`src/rtl/serial_irq_pkg.sv`:
```
// Package: shared sizes and bit positions for the interrupt status logic.
// Assumes three sources laid out in the order: transmit done, receive
// ready, receive overflow.
package serial_irq_pkg;
    localparam int NUM_SRC = 3;
    localparam int CTRL_W  = 32;
    localparam int CLR_W   = 32;

    // Status positions
    localparam int ST_TX_DONE  = 0;
    localparam int ST_RX_READY = 1;
    localparam int ST_RX_OVF   = 2;

    // Enable positions in the control word
    localparam int EN_RX_READY = 4;
    localparam int EN_TX_DONE  = 5;
    localparam int EN_RX_OVF   = 6;

    typedef logic [NUM_SRC-1:0] src_vec_t;

    // Control-word bit that enables a given status position
    function automatic int enable_pos(input int status_idx);
        case (status_idx)
            ST_TX_DONE:  return EN_TX_DONE;
            ST_RX_READY: return EN_RX_READY;
            default:     return EN_RX_OVF;
        endcase
    endfunction
endpackage

```
`src/rtl/irq_enable_remap.sv`:
```
// Module: irq_enable_remap
// Moves the per-source enables out of the control word onto the status bit
// layout. Purely combinational. Assumes every enable position lies inside
// the control word.
module irq_enable_remap
    import serial_irq_pkg::*;
#(
    parameter int N_SRC = NUM_SRC,
    parameter int CW    = CTRL_W
) (
    input  logic [CW-1:0]    ctrl_word,
    output logic [N_SRC-1:0] enables
);
    // One wire per status position, picked from its control-word position
    for (genvar g = 0; g < N_SRC; g++) begin : g_map
        localparam int POS = enable_pos(g);
        assign enables[g] = ctrl_word[POS];
    end
endmodule

```
`src/rtl/irq_raw_latch.sv`:
```
// Module: irq_raw_latch
// Sticky raw event bits with write-one-to-clear. An event beats a clear of
// the same bit in the same cycle. Assumes event pulses are synchronous to clk.
module irq_raw_latch #(
    parameter int N_SRC = 3
) (
    input  logic             clk,
    input  logic             rst_n,
    input  logic [N_SRC-1:0] events,
    input  logic [N_SRC-1:0] clears,
    output logic [N_SRC-1:0] raw_q
);
    for (genvar g = 0; g < N_SRC; g++) begin : g_bit
        // Set on event, else clear on request, else hold
        always_ff @(posedge clk) begin
            if (!rst_n)         raw_q[g] <= 1'b0;
            else if (events[g]) raw_q[g] <= 1'b1;
            else if (clears[g]) raw_q[g] <= 1'b0;
        end

        p_sticky_r2: assert property (@(posedge clk) disable iff (!rst_n)
            (raw_q[g] && !clears[g]) |=> raw_q[g]);
        p_event_wins_r8: assert property (@(posedge clk) disable iff (!rst_n)
            events[g] |=> raw_q[g]);
        p_clear_r6: assert property (@(posedge clk) disable iff (!rst_n)
            (clears[g] && !events[g]) |=> !raw_q[g]);
    end
endmodule

```
`src/rtl/irq_mask_reduce.sv`:
```
// Module: irq_mask_reduce
// Combines raw state with the enables to form the masked state, and reduces
// it to the interrupt line. Combinational. Masked state is formed again
// every cycle, so there is no stale masked bit.
module irq_mask_reduce #(
    parameter int N_SRC = 3
) (
    input  logic [N_SRC-1:0] raw,
    input  logic [N_SRC-1:0] enables,
    output logic [N_SRC-1:0] masked,
    output logic             irq
);
    // Gate raw bits and OR them down to one line
    always_comb begin
        masked = raw & enables;
        irq    = |masked;
    end
endmodule

```
`src/rtl/serial_irq_status.sv`:
```
// Module: serial_irq_status
// Top of the interrupt status logic: raw latch, enable remap and mask
// reduction. Assumes clr_wr is a one-cycle strobe from register decode.
module serial_irq_status
    import serial_irq_pkg::*;
(
    input  logic              clk,
    input  logic              rst_n,
    input  logic [CTRL_W-1:0] ctrl_word,
    input  logic              evt_tx_done,
    input  logic              evt_rx_ready,
    input  logic              evt_rx_ovf,
    input  logic              clr_wr,
    input  logic [CLR_W-1:0]  clr_data,
    output logic [NUM_SRC-1:0] raw_status,
    output logic [NUM_SRC-1:0] masked_status,
    output logic              irq
);
    src_vec_t events;
    src_vec_t clears;
    src_vec_t enables;

    // Gather event pulses into the status layout, and qualify clears by the strobe
    always_comb begin
        events              = '0;
        events[ST_TX_DONE]  = evt_tx_done;
        events[ST_RX_READY] = evt_rx_ready;
        events[ST_RX_OVF]   = evt_rx_ovf;
        clears              = clr_wr ? clr_data[NUM_SRC-1:0] : '0;
    end

    irq_enable_remap #(.N_SRC(NUM_SRC), .CW(CTRL_W)) u_remap (
        .ctrl_word (ctrl_word),
        .enables   (enables)
    );

    irq_raw_latch #(.N_SRC(NUM_SRC)) u_raw (
        .clk    (clk),
        .rst_n  (rst_n),
        .events (events),
        .clears (clears),
        .raw_q  (raw_status)
    );

    irq_mask_reduce #(.N_SRC(NUM_SRC)) u_mask (
        .raw     (raw_status),
        .enables (enables),
        .masked  (masked_status),
        .irq     (irq)
    );

    p_masked_subset_r4: assert property (@(posedge clk) disable iff (!rst_n)
        (masked_status & ~raw_status) == '0);
    p_irq_needs_raw_r5: assert property (@(posedge clk) disable iff (!rst_n)
        irq |-> (raw_status != '0));
    p_reset_clean_r1: assert property (@(posedge clk)
        !rst_n |=> (raw_status == '0));
    p_cleared_drops_mask_r7: assert property (@(posedge clk) disable iff (!rst_n)
        (clears[ST_RX_READY] && !events[ST_RX_READY]) |=> !masked_status[ST_RX_READY]);
endmodule

```
`config.mk`:
```
export PLATFORM = sky130hd
export DESIGN_NAME = serial_irq_status
export DESIGN_NICKNAME = d
export VERILOG_FILES = /design/src/rtl/serial_irq_pkg.sv /design/src/rtl/irq_enable_remap.sv /design/src/rtl/irq_raw_latch.sv /design/src/rtl/irq_mask_reduce.sv /design/src/rtl/serial_irq_status.sv
export SDC_FILE = /design/constraint.sdc
export NUM_CORES = 1
export LEC_CHECK = 0
export BUFFER_PORTS_ARGS = -buffer_cell sky130_fd_sc_hd__buf_2
export CORE_AREA = 2 2 39 41
export DETAILED_ROUTE_END_ITERATION = 16
export DIE_AREA = 0 0 41 43
export GPL_TIMING_DRIVEN = 0
export PLACE_DENSITY = 0.72
export SLEW_MARGIN = 20
export SYNTH_ARGS = -nofsm -noshare
export SYNTH_HDL_FRONTEND = slang
export SYNTH_SLANG_ARGS = --single-unit
```
`constraint.sdc`:
```
create_clock -name clk -period 2.5 [get_ports clk]
set_clock_uncertainty 0.2 [all_clocks]
set_input_delay 0.5 -clock clk [delete_from_list [all_inputs] [get_ports clk]]
set_output_delay 0.5 -clock clk [all_outputs]
set_load 0.01 [all_outputs]
```
==> impl_results.md, run 1 <==
* Maxcap violations at 0
* Max transition margin at 0.8248
* IO Pins at 77
* Worst reg2reg path startpoint: u_raw.raw_q[2]
* Post-cts sizing count at 0
* Fin crit period at 1.821 ns
* CTS tree: done
* Worst skew pair latency at 0.23 ns
* First-pass GRT wire length at 634 um
* Tot GR Track Use at 0.06018
* CP endpoint kind: output pin
* Placed cell areas at 249.0 um^2
* LEAKAGE at 0.1594 nW
* Vias per cell at 3.709
* Vias in the first global route at 192
* Starting DRT DRC Count at 4
* RSZ-0062 raised after global routing: no
* Routability cong. at 0.6072
* Worst EP required at 1.80 ns
* Slowest stage delay, CP at 0.32 ns
* Hold wc startpoint: clr_data[2]
* Syn Inst Count at 17
* Grt ovf at 0
* Largest regs: u_raw.raw_q x3
* Crit-path max FO at 2
* Setup tns final at 0 ns
* Yosys cell types at 8
* Worst path buffer plus inverter count at 3
* Biggest register: u_raw.raw_q
* # H-tree levels at 1
* # Post-CTS Setup Buffers at 0
* Final core occ at 0.1989
* PwrDens at 621.2 nW/um^2
* Chip width at 41 um
* CP Cell Sequence: buf_2 > a222oi_1 > inv_1 > buf_2
* CP Class: in -> out
* Hold Path Class: in -> reg
* Commonest cells after routing, fill and taps aside: buf_2, inv_1, a31oi_1, clkbuf_4, dfxtp_1
* Startpoint Class: input pin
* First-pass iteration count of the detailed router at 4
* #FFs+latches synth at 3
* Final-report setup violation count at 0
* Final Cell Area at 275.3 um^2
* Root buf cell: clkbuf_4
* Hold_buf cts at 0
* Status: complete, no violations
* Sequential area share after synthesis at 0.4324
* Worst vdd ir at 0.09503 mV
* Crit. Startpoint: ctrl_word[6]
* Fill count at 161
* Crit path DAT at 1.12 ns
* CTS clk-pin slew, worst paths at 0.04 ns
* Num CTS Buffers at 3
* Syn_area_per_cell at 8.170 um^2
* Core region area at 1384 um^2
* Clk sinks at 3
* Final clock period utilization by the worst path at 0.7286
* Row count at 14
* Total Power at 0.0001710 W
* Setup slack at placement at 0.6752 ns
* Share of layout cells above drive strength 1 at 0.5641
* Ant. Diodes at 0
* Initial antenna violation count at 0
* DRC Markers at 0
* Critical path's top delay family: compound AO/OA/AOI/OAI gates
* Drt total wl at 446 um
* Area Overhead vs Synth at 98.20%
* Net Count, Synth at 87
* Starting Density at 0.1004
* Die height at 43 um
* WL per Instance at 8.109 um
* Max-slew violations at 0
* Setup ws final at 0.6785 ns
* Most common cell after layout, fill and taps aside: buf_2
* Max reg flops at 3
* Measured slew at the worst slew-check pin at 0.2628 ns
* Die area at 1763 um^2
* Mapped Area at 138.9 um^2
* Port bufs at 18
* Slowest-stage cell, CP: a222oi_1
* Warnings, synthesis at 0
* Final Hold Viols at 0
* Most frequent CP cell: buf_2
* Longest Clk Path Bufs at 2
* Layout Nets at 110
* Max Fclk at 549.0 MHz
* Detailed-route via count at 204
* Pin count of the biggest net entering global routing at 5
* Antenna Nets Post-Route at 0
-- cell families (layout without fill, tap and decap cells) --
group / count (synthesis) / count (layout) / share of synthesized area
AO/OA/AOI/OAI: 7 / 7 / 0.3153
buffers and inverters: 4 / 26 / 0.1081
flip-flops: 3 / 3 / 0.4324
AND/OR/NAND/NOR: 3 / 3 / 0.1441
-- path summary, 6_finish.rpt --
path	endpoint	slack [ns]	cells past startpoint
worst max-delay path	irq	0.68	4
worst min-delay path	u_raw.raw_q[2]	0.25	2
worst max register to register	u_raw.raw_q[2]	1.66	2
worst min register to register	u_raw.raw_q[0]	0.34	2
-- power by group --
| part | leakage (nW) | internal [W] | total, W | switching [W] |
|---|---|---|---|---|
| Clock | 0.0150 | 0.0000599 | 0.0000858 | 0.0000260 |
| Combinational | 0.119 | 0.0000163 | 0.0000303 | 0.0000139 |
| Sequential | 0.0251 | 0.0000519 | 0.0000549 | 0.00000300 |
| Total | 0.159 | 0.000128 | 0.000171 | 0.0000429 |
-- stage by stage --
| stage | std cells | hold WS, ns |
|---|---|---|
| after floorplan | 17 | 0.3516 |
| after global placement | 51 | 0.3278 |
| after detailed placement | 51 | 0.3342 |
| after CTS | 55 | 0.2473 |
| after global routing | 55 | 0.2480 |
| final | 55 | 0.2527 |
-- synthesized netlist by cell type, drive strengths merged --
library cell / n / share of area
and2: 3 / 0.14
dfxtp: 3 / 0.43
a222oi: 1 / 0.072
a31oi: 3 / 0.14
o21ai: 3 / 0.11
inv: 4 / 0.11
-- cell type report --
class,instances,area (um^2),share of cell area
Timing Repair Buffer,18,90.09,0.3273
Inverter,4,15.01,0.05455
Sequential cell,3,60.06,0.2182
Clock buffer,4,26.28,0.09545
Tap cell,16,20.02,0.07273
Multi-Input combinational cell,10,63.81,0.2318
-- per-layer routing --
layer,up-vias,wire [um],global-route usage
met5,-,0,0
met1,82,159,0.03846
met2,15,207,0.09063
met3,2,62,0.02094
met4,0,15,0.1000
li1,105,-,-
Power figures use the tool's default switching activity.
==> run 2: changes to the inputs <==
- ABC_AREA: not set -> 1
- CORE_AREA: 2 2 39 41 -> not set
- CORE_UTILIZATION: not set -> 11
- DIE_AREA: 0 0 41 43 -> not set
- PLACE_DENSITY: 0.72 -> 0.74
- clock period: 2.5 -> 1.68 ns (I/O delays scaled with it)
==> run 2 against run 1 <==
  * Global-route usage increased by 1.2 points
  * Critical path depth decreased by 1
  * Sequential power increased by 46%
  * Via count decreased by 5.4%
  * Combinational power increased by 49%
  * Non-clock buffer count unchanged
  * Synthesized cell count increased by 35%
  * Die area decreased by 17%
  * Final area increased by 0.91%
==> impl_results.md, run 2 <==
* Setup tns final at 0 ns (unchanged)
* Hold Path Class: in -> reg
* Ant. Diodes at 0 (unchanged)
* Clock share of power at 0.500 (-0.002)
* Root buf cell: clkbuf_4
* Die height at 38.17 um (-11%)
* Most numerous cell in the Yosys netlist: nand2_1
* Starting Density at 0.1245 (+0.02410)
* DRC Markers at 0 (unchanged)
* WL per Instance at 7.610 um (-6.2%)
* EDFF count, synth at 0 (unchanged)
* FFs w/ async S/R, synth at 0 (unchanged)
* Measured slew at the worst slew-check pin at 0.1071 ns (-0.1556 ns)
* RR Endpoint: u_raw.raw_q[2]
* Critical path's top delay family: flip-flops
* Layout Nets at 116 (+5.5%)
* Worst hold path stage count at 3 (+1)
* Crit-path max FO at 3 (+1)
* CP endpoint kind: output pin
* Tot GR Track Use at 0.07264 (+0.01246)
* Row count at 12 (-2)
* Max transition margin at 0.9285 (+0.1037)
* Clk sinks at 3 (unchanged)
* Combinational share of power at 0.180 (+0.003)
* Post-synth top area cell: dfxtp_1
* Startpoint Class: flip-flop
* Port bufs at 18 (unchanged)
* CTS tree: done
* Max Fclk at 727.6 MHz
* Dpl cells at 55 (+7.8%)
* Hold wc startpoint: evt_rx_ready
* IO Pins at 77 (unchanged)
* Max-slew violations at 0 (unchanged)
* Routability cong. at 0.6398 (+5.4%)
* Reg power frac at 0.320 (about the same)
* Final-report setup violation count at 0 (unchanged)
* R2R setup slack at 0.90 ns (-0.76 ns)
* Die area at 1457 um^2 (-17%)
* #FFs+latches synth at 3 (unchanged)
* Final hold slack at 0.1455 ns (-0.1072 ns)
* Core region area at 1156 um^2 (-16%)
* Drt total wl at 449 um (+0.67%)
* Mapped Area at 143.9 um^2 (+3.6%)
* # Post-CTS Setup Buffers at 0 (unchanged)
* Worst vdd ir at 0.1963 mV (+110%)
* Pin count of the biggest net entering global routing at 4 (-1)
* Worst reg2reg path startpoint: u_raw.raw_q[2]
* Internal power at 0.0001882 W (+47%)
* # H-tree levels at 1 (unchanged)
* Maxcap violations at 0 (unchanged)
* Detailed placer's ending HPWL at 376.2 um
* Worst skew pair latency at 0.23 ns (about the same)
* Slowest-stage cell, CP: dfxtp_1
* Net Count, Synth at 93 (+6.9%)
* Share of layout cells above drive strength 1 at 0.4889 (-0.07521)
* First-pass iteration count of the detailed router at 4 (unchanged)
* Area Overhead vs Synth at 93.04%
* Most common cell after layout, fill and taps aside: buf_2
* Post-cts sizing count at 0 (unchanged)
* Vias in the first global route at 165 (-14%)
* LEAKAGE at 0.1905 nW (+20%)
* Final clock period utilization by the worst path at 0.8180
* Antenna Nets Post-Route at 0 (unchanged)
* Worst EP required at 1.14 ns (-0.66 ns)
* Top-area cell type share of the netlist area at 0.4174 (-0.01504)
* Fin crit period at 1.374 ns
* Post-synth top cells: nand2_1, inv_1, dfxtp_1
* Warnings, synthesis at 0 (unchanged)
* Largest regs: u_raw.raw_q x3
* Commonest cells after routing, fill and taps aside: buf_2, nand2_1, inv_1
* Grt ovf at 0 (unchanged)
* Hold_buf cts at 0 (unchanged)
* Num CTS Buffers at 3 (unchanged)
* Max reg flops at 3 (unchanged)
* Detailed-route via count at 193 (-5.4%)
* Non-filler cells, final at 59 (+7.3%)
* Syn_area_per_cell at 6.256 um^2 (-23%)
* First-pass GRT wire length at 593 um (-6.5%)
* Final Hold Viols at 0 (unchanged)
* Largest cells by area after synthesis: dfxtp_1, nand2_1, inv_1, a21oi_1, a21oi_2
* Yosys cell types at 6 (-2)
* Syn Inst Count at 23 (+6)
* Sequential area share after synthesis at 0.4174 (-0.01504)
* RSZ-0062 raised after global routing: no
* CTS clk-pin slew, worst paths at 0.04 ns (about the same)
* Vias per cell at 3.271 (-12%)
* CP Class: reg -> out
* Initial antenna violation count at 0 (unchanged)
* Crit path DAT at 0.84 ns (-0.28 ns)
* Switching Share at 0.2470 (-0.003823)
* Fill count at 130 (-19%)
* Worst hold endpoint: u_raw.raw_q[1]
* Worst path buffer plus inverter count at 1 (-2)
* Final core occ at 0.2403 (+0.04134)
* Longest Clk Path Bufs at 2 (unchanged)
* Synth Flop Type: dfxtp_1
* CP Cell Sequence: nand2_1 > nand3_1 > buf_2
* Switch Pwr at 0.00006171 W (+44%)
* Chip width at 38.17 um (-6.9%)
* PwrDens at 899.6 nW/um^2 (+45%)
* Biggest register: u_raw.raw_q
* Slowest stage delay, CP at 0.34 ns (+0.02 ns)
* Status: complete, no violations
* Worst Reg-to-Reg Cells at 2 (unchanged)
* Starting DRT DRC Count at 3 (-1)
## run 2: cell count changes after synthesis
cell	change
inv_1	+3
and2_2	-1
and2_1	-2
o21ai_1	-2
nand3_1	+1
nand2_1	+9
a31oi_1	-3
a21oi_1	+2
a222oi_1	-1
a21oi_2	+1
o21ai_0	-1
## run 2: final cells by class
cell class,count,area [um^2],share of cell area
Multi-Input combinational cell,13,57.56,0.2072
Clock buffer,4,26.28,0.09459
Timing Repair Buffer,18,90.09,0.3243
Inverter,7,26.28,0.09459
Tap cell,14,17.52,0.06306
Sequential cell,3,60.06,0.2162
## run 2: power by group through the flow
| stage | clock (W) | sequential [W] | combinational [W] |
|---|---|---|---|
| after floorplan | 0 | 0.0000836 | 0.0000170 |
| after global placement | 0 | 0.0000812 | 0.0000449 |
| after detailed placement | 0 | 0.0000811 | 0.0000457 |
| after CTS | 0.000133 | 0.0000800 | 0.0000459 |
| after global routing | 0.000136 | 0.0000805 | 0.0000500 |
| final | 0.000125 | 0.0000800 | 0.0000450 |
## run 2: cell families after synthesis
group / count (synthesis) / synth area share
buffers and inverters: 7 / 0.1826
DFF: 3 / 0.4174
and+or+nand+nor: 10 / 0.2695
AOI/OAI and AO/OA: 3 / 0.1304
## run 2: stage by stage
| step | setup slack (ns) | instance area (um^2) | total power (W) |
|---|---|---|---|
| 2_1_floorplan | 0.5687 | 143.9 | 0.0001006 |
| 5_1_grt | 0.2481 | 277.8 | 0.0002668 |
| 3_5_place_dp | 0.4122 | 251.5 | 0.0001268 |
| 3_3_place_gp | 0.4281 | 251.5 | 0.0001261 |
| 6_report | 0.3057 | 277.8 | 0.0002499 |
| 4_1_cts | 0.2912 | 277.8 | 0.0002591 |
## run 2: worst register-to-register path, cell delays in order, from the launching register on
cell and delay (ns):
dfxtp_1 0.34, nand2_1 0.08, a21oi_2 0.10
## run 2: worst max path at each step
stage | startpoint | to | slack (ns) | cells past startpoint
3_5_place_dp | ctrl_word[5] | irq | 0.41 | 4
2_1_floorplan | u_raw.raw_q[0] | irq | 0.57 | 2
3_3_place_gp | ctrl_word[5] | irq | 0.43 | 4
4_1_cts | u_raw.raw_q[1] | irq | 0.29 | 3
6_report | u_raw.raw_q[1] | irq | 0.31 | 3
5_1_grt | u_raw.raw_q[1] | irq | 0.25 | 3
## run 2: metal layers
layer  share of wire  up-vias  track usage  wire length [um]
met4               0        0      0.08036                 0
met2            0.46       11      0.08475               207
li1                -      110            -                 -
met1            0.43       72      0.06643               195
met3            0.10        0      0.06977                45
met5               0        -            0                 0
